--- src/rtl/rdo_pkg.sv ---
package rdo_pkg;
  localparam int TYPE_W  = 4;
  localparam int ID_W    = 4;
  localparam int PAY_W   = 49;
  localparam int LOC_W   = TYPE_W + PAY_W;
  localparam int FRAME_W = 1 + TYPE_W + ID_W + PAY_W + 1;
  localparam int THRU_W  = FRAME_W - 1;
  localparam int N_SRC   = 4;
  localparam int SRC_W   = 2;
  typedef enum logic [SRC_W-1:0] {
    SRC_THRU = 2'd0, SRC_REG = 2'd1, SRC_FULL = 2'd2, SRC_RB = 2'd3
  } src_e;
endpackage

--- src/rtl/rdo_fifo.sv ---
module rdo_fifo #(
  parameter int W     = 8,
  parameter int DEPTH = 4,
  localparam int AW   = $clog2(DEPTH),
  localparam int CW   = $clog2(DEPTH + 1)
) (
  input  logic          clk_i,
  input  logic          rst_ni,
  input  logic          wr_i,
  input  logic [W-1:0]  wdata_i,
  input  logic          rd_i,
  output logic [W-1:0]  rdata_o,
  output logic          empty_o,
  output logic          full_o,
  output logic [CW-1:0] cnt_o
);
  logic [W-1:0]  mem [DEPTH];
  logic [AW-1:0] wp, rp;
  logic          wr_en, rd_en;

  assign empty_o = (cnt_o == '0);
  assign full_o  = (cnt_o == CW'(DEPTH));
  assign wr_en   = wr_i && !full_o;
  assign rd_en   = rd_i && !empty_o;
  assign rdata_o = mem[rp];

  always_ff @(posedge clk_i) if (wr_en) mem[wp] <= wdata_i;

  always_ff @(posedge clk_i or negedge rst_ni) begin
    if (!rst_ni) begin
      wp <= '0; rp <= '0; cnt_o <= '0;
    end else begin
      if (wr_en) wp <= (wp == AW'(DEPTH-1)) ? '0 : wp + 1'b1;
      if (rd_en) rp <= (rp == AW'(DEPTH-1)) ? '0 : rp + 1'b1;
      case ({wr_en, rd_en})
        2'b10:   cnt_o <= cnt_o + 1'b1;
        2'b01:   cnt_o <= cnt_o - 1'b1;
        default: ;
      endcase
    end
  end
endmodule

--- src/rtl/rdo_rx.sv ---
module rdo_rx #(
  parameter int N  = 58,
  localparam int CW = $clog2(N)
) (
  input  logic         clk_i,
  input  logic         rst_ni,
  input  logic         ser_i,
  output logic         done_o,
  output logic [N-1:0] data_o
);
  localparam logic [CW-1:0] LAST = CW'(N-1);
  logic          busy;
  logic [CW-1:0] cnt;

  always_ff @(posedge clk_i or negedge rst_ni) begin
    if (!rst_ni) begin
      busy <= 1'b0; cnt <= '0; data_o <= '0; done_o <= 1'b0;
    end else begin
      done_o <= 1'b0;
      if (busy) begin
        data_o <= {data_o[N-2:0], ser_i};
        cnt    <= cnt + 1'b1;
        if (cnt == LAST) begin
          busy   <= 1'b0;
          done_o <= 1'b1;
        end
      end else if (ser_i) begin
        busy <= 1'b1;   // header seen on idle line
        cnt  <= '0;
      end
    end
  end
endmodule

--- src/rtl/rdo_tx.sv ---
module rdo_tx
  import rdo_pkg::*;
(
  input  logic                   clk_i,
  input  logic                   rst_ni,
  input  logic                   xoff_i,
  input  logic [ID_W-1:0]        chip_id_i,
  input  logic [2*N_SRC-1:0]     prio_i,
  input  logic [N_SRC-1:0]       avail_i,
  input  logic [THRU_W-1:0]      thru_head_i,
  input  logic [LOC_W-1:0]       reg_head_i,
  input  logic [LOC_W-1:0]       full_head_i,
  input  logic [LOC_W-1:0]       rb_head_i,
  output logic [N_SRC-1:0]       pop_o,
  output logic                   busy_o,
  output logic                   ser_o
);
  localparam int CW = $clog2(FRAME_W);
  localparam logic [CW-1:0] LAST = CW'(FRAME_W-1);

  logic [SRC_W-1:0]   sel;
  logic               found, start;
  logic [LOC_W-1:0]   loc_head;
  logic [FRAME_W-1:0] frame, sr;
  logic [CW-1:0]      cnt;

  always_comb begin
    sel   = '0;
    found = 1'b0;
    for (int s = 0; s < N_SRC; s++) begin
      if (!found && avail_i[prio_i[SRC_W*s +: SRC_W]]) begin
        found = 1'b1;
        sel   = prio_i[SRC_W*s +: SRC_W];
      end
    end
  end

  always_comb begin
    case (src_e'(sel))
      SRC_REG:  loc_head = reg_head_i;
      SRC_FULL: loc_head = full_head_i;
      default:  loc_head = rb_head_i;
    endcase
    if (src_e'(sel) == SRC_THRU) frame = {1'b1, thru_head_i};
    else frame = {1'b1, loc_head[LOC_W-1 -: TYPE_W], chip_id_i, loc_head[PAY_W-1:0], 1'b1};
  end

  assign start  = !busy_o && !xoff_i && found;
  assign pop_o  = start ? (N_SRC'(1) << sel) : '0;
  assign ser_o  = busy_o & sr[FRAME_W-1];

  always_ff @(posedge clk_i or negedge rst_ni) begin
    if (!rst_ni) begin
      sr <= '0; cnt <= '0; busy_o <= 1'b0;
    end else if (start) begin
      sr <= frame; cnt <= '0; busy_o <= 1'b1;
    end else if (busy_o) begin
      sr <= {sr[FRAME_W-2:0], 1'b0};
      if (cnt == LAST) busy_o <= 1'b0;
      else cnt <= cnt + 1'b1;
    end
  end
endmodule

--- src/rtl/rdo_concentrator.sv ---
module rdo_concentrator
  import rdo_pkg::*;
#(
  parameter int LOC_DEPTH  = 4,
  parameter int THRU_DEPTH = 16,
  parameter int XOFF_FREE  = 2,
  localparam int LCW = $clog2(LOC_DEPTH + 1),
  localparam int TCW = $clog2(THRU_DEPTH + 1)
) (
  input  logic             clk_i,
  input  logic             rst_ni,
  input  logic [3:0]       chip_id_i,
  input  logic [7:0]       prio_i,
  input  logic             reg_wr_i,
  input  logic [52:0]      reg_data_i,
  input  logic             full_wr_i,
  input  logic [52:0]      full_data_i,
  input  logic             rb_wr_i,
  input  logic [52:0]      rb_data_i,
  output logic [2:0]       loc_full_o,
  input  logic             ser_i,
  output logic             xoff_o,
  input  logic             xoff_i,
  output logic             ser_o
);
  localparam int N_LOC = N_SRC - 1;
  localparam logic [TCW-1:0] XOFF_LVL = TCW'(THRU_DEPTH - XOFF_FREE);

  logic [N_LOC-1:0] loc_wr, loc_empty;
  logic [LOC_W-1:0] loc_wdata [N_LOC];
  logic [LOC_W-1:0] loc_head  [N_LOC];
  logic [N_SRC-1:0] pop;
  logic             rx_done, thru_empty, thru_full, tx_busy;
  logic [THRU_W-1:0] rx_data, thru_head;
  logic [TCW-1:0]   thru_cnt;

  assign loc_wr       = {rb_wr_i, full_wr_i, reg_wr_i};
  assign loc_wdata[0] = reg_data_i;
  assign loc_wdata[1] = full_data_i;
  assign loc_wdata[2] = rb_data_i;

  for (genvar k = 0; k < N_LOC; k++) begin : g_loc
    logic [LCW-1:0] cnt_unused;
    rdo_fifo #(.W(LOC_W), .DEPTH(LOC_DEPTH)) u_fifo (
      .clk_i, .rst_ni,
      .wr_i(loc_wr[k]), .wdata_i(loc_wdata[k]),
      .rd_i(pop[k+1]), .rdata_o(loc_head[k]),
      .empty_o(loc_empty[k]), .full_o(loc_full_o[k]), .cnt_o(cnt_unused)
    );
  end

  rdo_rx #(.N(THRU_W)) u_rx (
    .clk_i, .rst_ni, .ser_i, .done_o(rx_done), .data_o(rx_data)
  );

  rdo_fifo #(.W(THRU_W), .DEPTH(THRU_DEPTH)) u_thru (
    .clk_i, .rst_ni,
    .wr_i(rx_done), .wdata_i(rx_data),
    .rd_i(pop[0]), .rdata_o(thru_head),
    .empty_o(thru_empty), .full_o(thru_full), .cnt_o(thru_cnt)
  );

  assign xoff_o = (thru_cnt >= XOFF_LVL);

  rdo_tx u_tx (
    .clk_i, .rst_ni, .xoff_i, .chip_id_i, .prio_i,
    .avail_i({~loc_empty, ~thru_empty}),
    .thru_head_i(thru_head),
    .reg_head_i(loc_head[0]), .full_head_i(loc_head[1]), .rb_head_i(loc_head[2]),
    .pop_o(pop), .busy_o(tx_busy), .ser_o
  );
endmodule

--- config.mk ---
export PLATFORM = sky130hd
export DESIGN_NAME = rdo_concentrator
export DESIGN_NICKNAME = d
export VERILOG_FILES = /design/src/rtl/rdo_pkg.sv /design/src/rtl/rdo_fifo.sv /design/src/rtl/rdo_rx.sv /design/src/rtl/rdo_tx.sv /design/src/rtl/rdo_concentrator.sv
export SDC_FILE = /design/constraint.sdc
export NUM_CORES = 2
export LEC_CHECK = 0
export ABC_AREA = 1
export CAP_MARGIN = 40
export CORE_MARGIN = 1
export CORE_UTILIZATION = 40
export DETAILED_ROUTE_END_ITERATION = 16
export PLACE_DENSITY_LB_ADDON = 0.1
export SYNTH_ARGS = -nofsm -noshare
export SYNTH_HDL_FRONTEND = slang
export SYNTH_SLANG_ARGS = --single-unit
--- constraint.sdc ---
create_clock -name clk_i -period 4.9 [get_ports clk_i]
set_input_delay 0.735 -clock clk_i [delete_from_list [all_inputs] [get_ports clk_i]]
set_output_delay 0.735 -clock clk_i [all_outputs]
set_load 0.05 [all_outputs]
==> metrics.txt <==
CP required 5.64 ns; final worst slack 0.9963 ns; Worst-Margin Slew 0.9900 ns; clock power share 28.1%; cts hold-fix bufs 1; met3 usage 4.214%; vias in the first global route 43220; CP Data Arrival Time 4.64 ns; Initial DRT Pass Iterations 5; placer congestion estimate 0.8272; Vias 46330; Num Clock Sinks 1730; crit path max fanout 10; I/O pin cnt 183; leakage power 0.02910 µW; 1st-iter DRT viols 4818; unrepaired setup endpoints after global routing false; TritonCTS clock tree done; Worst-path clk slew 0.06 ns; Post-CTS Setup Inserts 0; core area 0.1742 mm²; # DRC 0; gr ovfl total 0; Async SR Flop Fraction 9.595%; net count reported at finish 6322; switching pwr 18770 µW; input/output buffers 182; sw frac 37.74%; GR peak layer met2; f_max 256.2 MHz; WS Path Type register to register; synth top area cells edfxtp_1 (67%), nand2_1 (6.3%), dfrtp_1 (5.9%); clock tree buffer depth 3; gr usage total 23.70%; post-synthesis sequential area ratio 72.76%; outcome finished, final reports clean; Die ar. 0.1773 mm²; Post-Route Utilization 46.62%; DP HPWL 119900 µm; placed cells 8240; area share of the largest cell type after synthesis 66.85%; PwrDens 612.2 mW/mm²; crit-path cells nor2_2 > nand3_2 > nand2_1 > nand2_1 > nand2_1 > nand2_1 > inv_1 > nand4_1 > o21ai_0 > inv_1 > ha_4 > nand2_1 > nor2_4 > ha_1 > xor2_1 > ha_1 > inv_1 > nand2_1 > nand2_1 > nand2_1 > a21oi_1 > xor2_1 > nand2_1 > o21ai_0; largest net degree at the start of global routing 141; Yosys warning total 0; cell area after synthesis 0.07026 mm²; Slowest cell on crit path dfrtp_1; CTS Buf Count 187; Post-synth top flop edfxtp_1; path type of the worst min-delay path primary input to async pin; Fin Setup TNS 0 ns; root buf cell clkbuf_16; Max IR drop VDD 0.3793 mV; Post-Route WL 213700 µm; min cycle time layout 3.904 ns; chip height 421.1 µm; H-tree levels 4; Crit path top cell by count nand2_1; Reg power frac 41.3%; vias per cell 5.385; area grow syn2layout 15.61%; Final Max Slew Viols 0; Max Cap Viol 0; crit share post-route 79.67%; register bit total from synthesis 1730; number of synthesized flops with an enable pin 1564; Yosys top cell by area edfxtp_1; Int Pwr 30960 µW; Clock Skew 0.02418 ns; initial antenna violation count 27; max incr delay on CP 0.46 ns; Unique masters post-synth 39; post-cts resize count 0; Syn Nets 6206; Rel. slew slack 34.00%; combinational power share 30.6%; Setup WS pre-CTS 0.6068 ns; met2 usage 35.58%; initial core utilization 40.33%; Mapped Cells 5990; non-filler cells, final 8602; nature of the critical path endpoint register; most frequent cells in the layout edfxtp_1 (1564), nand2_1 (1179), nand3_1 (819); share of cells above drive strength 1 7.800%; post-route cell area 0.08122 mm²; DP Area 0.07509 mm²; setup violators final 0; first-pass GRT wire length 309300 µm; ANT nets after route 0; clk_lat worst skew 0.83 ns; Die Wd 421.1 µm; Wirelength per Cell 24.85 µm; Core Rows 153; met1 usage 35.01%; startpoint types register; syn avg cell area 11.73 µm²; Final Hold Violating Endpoints 0; commonest non-fill, non-tap cell in the layout edfxtp_1; fillers 15680
-- per-layer routing --
layer  part of all wire, %  up-vias  wire length (µm)
met5                 0.013        -                27
met1                    46    23200             98230
met2                    45     1512             96380
met4                   2.6        4              5645
met3                   6.3      283             13440
li1                      -    21320                 -
-- power groups by stage --
stage	combinational (µW)	sequential (µW)	clock (µW)
floorplan	9470	20000	0
detailed placement	15200	20800	0
global placement	15000	20800	0
global route	16700	20800	14800
finish	15200	20500	14000
CTS	15200	20500	14200
-- metrics by stage --
step / total power, µW / hold slack, ns
2_1_floorplan: 29460 / 0.4394
3_3_place_gp: 35790 / 0.4813
3_5_place_dp: 36010 / 0.4846
4_1_cts: 50000 / 0.3909
5_1_grt: 52280 / 0.4267
6_report: 49720 / 0.4490
-- critical path, delay by kind of cell, from the launching register on --
kind / cells / cell delay, ns
AND/OR/NAND/NOR: 13 / 1.44
XOR/XNOR: 2 / 0.37
adder cells (fa/ha/maj): 3 / 0.70
buffers and inverters: 3 / 0.29
flip-flops: 1 / 0.46
AO/OA/AOI/OAI: 3 / 0.54
-- synth_stat cells (2+ instances only) --
library cell / number
inv_1: 167
dfrtp_1: 166
o22ai_1: 53
o221ai_1: 3
a21oi_1: 24
clkinv_1: 3
nand3_2: 11
fa_1: 3
ha_1: 35
nor2_2: 4
buf_1: 57
buf_4: 20
buf_8: 2
nor2_1: 842
buf_2: 91
buf_6: 6
edfxtp_1: 1564
or2_2: 6
nand2_1: 1179
xor2_1: 12
nand4_1: 48
o211ai_1: 59
inv_2: 8
o21ai_0: 560
xnor2_1: 5
nor3_1: 8
clkbuf_1: 200
nand3_1: 819
o21ai_1: 25
-- worst paths after layout --
check | startpoint | slack [ns] | to | cells after the start
setup / recovery | u_thru.cnt_o[1] | 1.0 | u_thru.cnt_o[4] | 24
hold / removal | rst_ni | 0.45 | u_tx.sr[26] | 2
setup reg to reg | u_thru.cnt_o[1] | 1.0 | u_thru.cnt_o[4] | 24
hold reg to reg | u_tx.sr[54] | 0.50 | u_tx.sr[55] | 2
max in group asynchronous | rst_ni | 3.30 | u_rx.data_o[20] | 3
min in group clk_i | u_tx.sr[54] | 0.50 | u_tx.sr[55] | 2
-- logic make-up after synthesis --
kind of cell,share of synthesized area (%)
compound gates,5.526
buf+inv,3.325
flops,72.76
mux,0.01603
simple gates,17.45
xor+xnor,0.2119
fa+ha+maj,0.7088
-- final cells by class --
cell class                      instances  area [µm²]  area share [%]
Clock inverter                         89       875.8           1.078
Sequential cell                      1730       51150           62.98
Tap cell                             2325        2909           3.582
Timing Repair Buffer                  303        3321           4.088
Inverter                              178       691.9          0.8519
Clock buffer                          263        5215           6.421
Antenna cell                            8       20.02         0.02465
Multi-Input combinational cell       3706       17040           20.98
-- flip-flops by register name, summed over array words and instances (netlist names) --
name / flops
u_thru.wp: 4
u_thru.cnt_o: 5
u_tx.cnt: 6
u_tx.sr: 59
g_loc.u_fifo.cnt_o: 9
u_rx.data_o: 58
u_tx.busy_o: 1
g_loc.u_fifo.wp: 6
u_rx.done_o: 1
g_loc.u_fifo.mem: 636
u_thru.mem: 928
u_thru.rp: 4
g_loc.u_fifo.rp: 6
u_rx.cnt: 6
u_rx.busy: 1
Power figures use the tool's default switching activity.
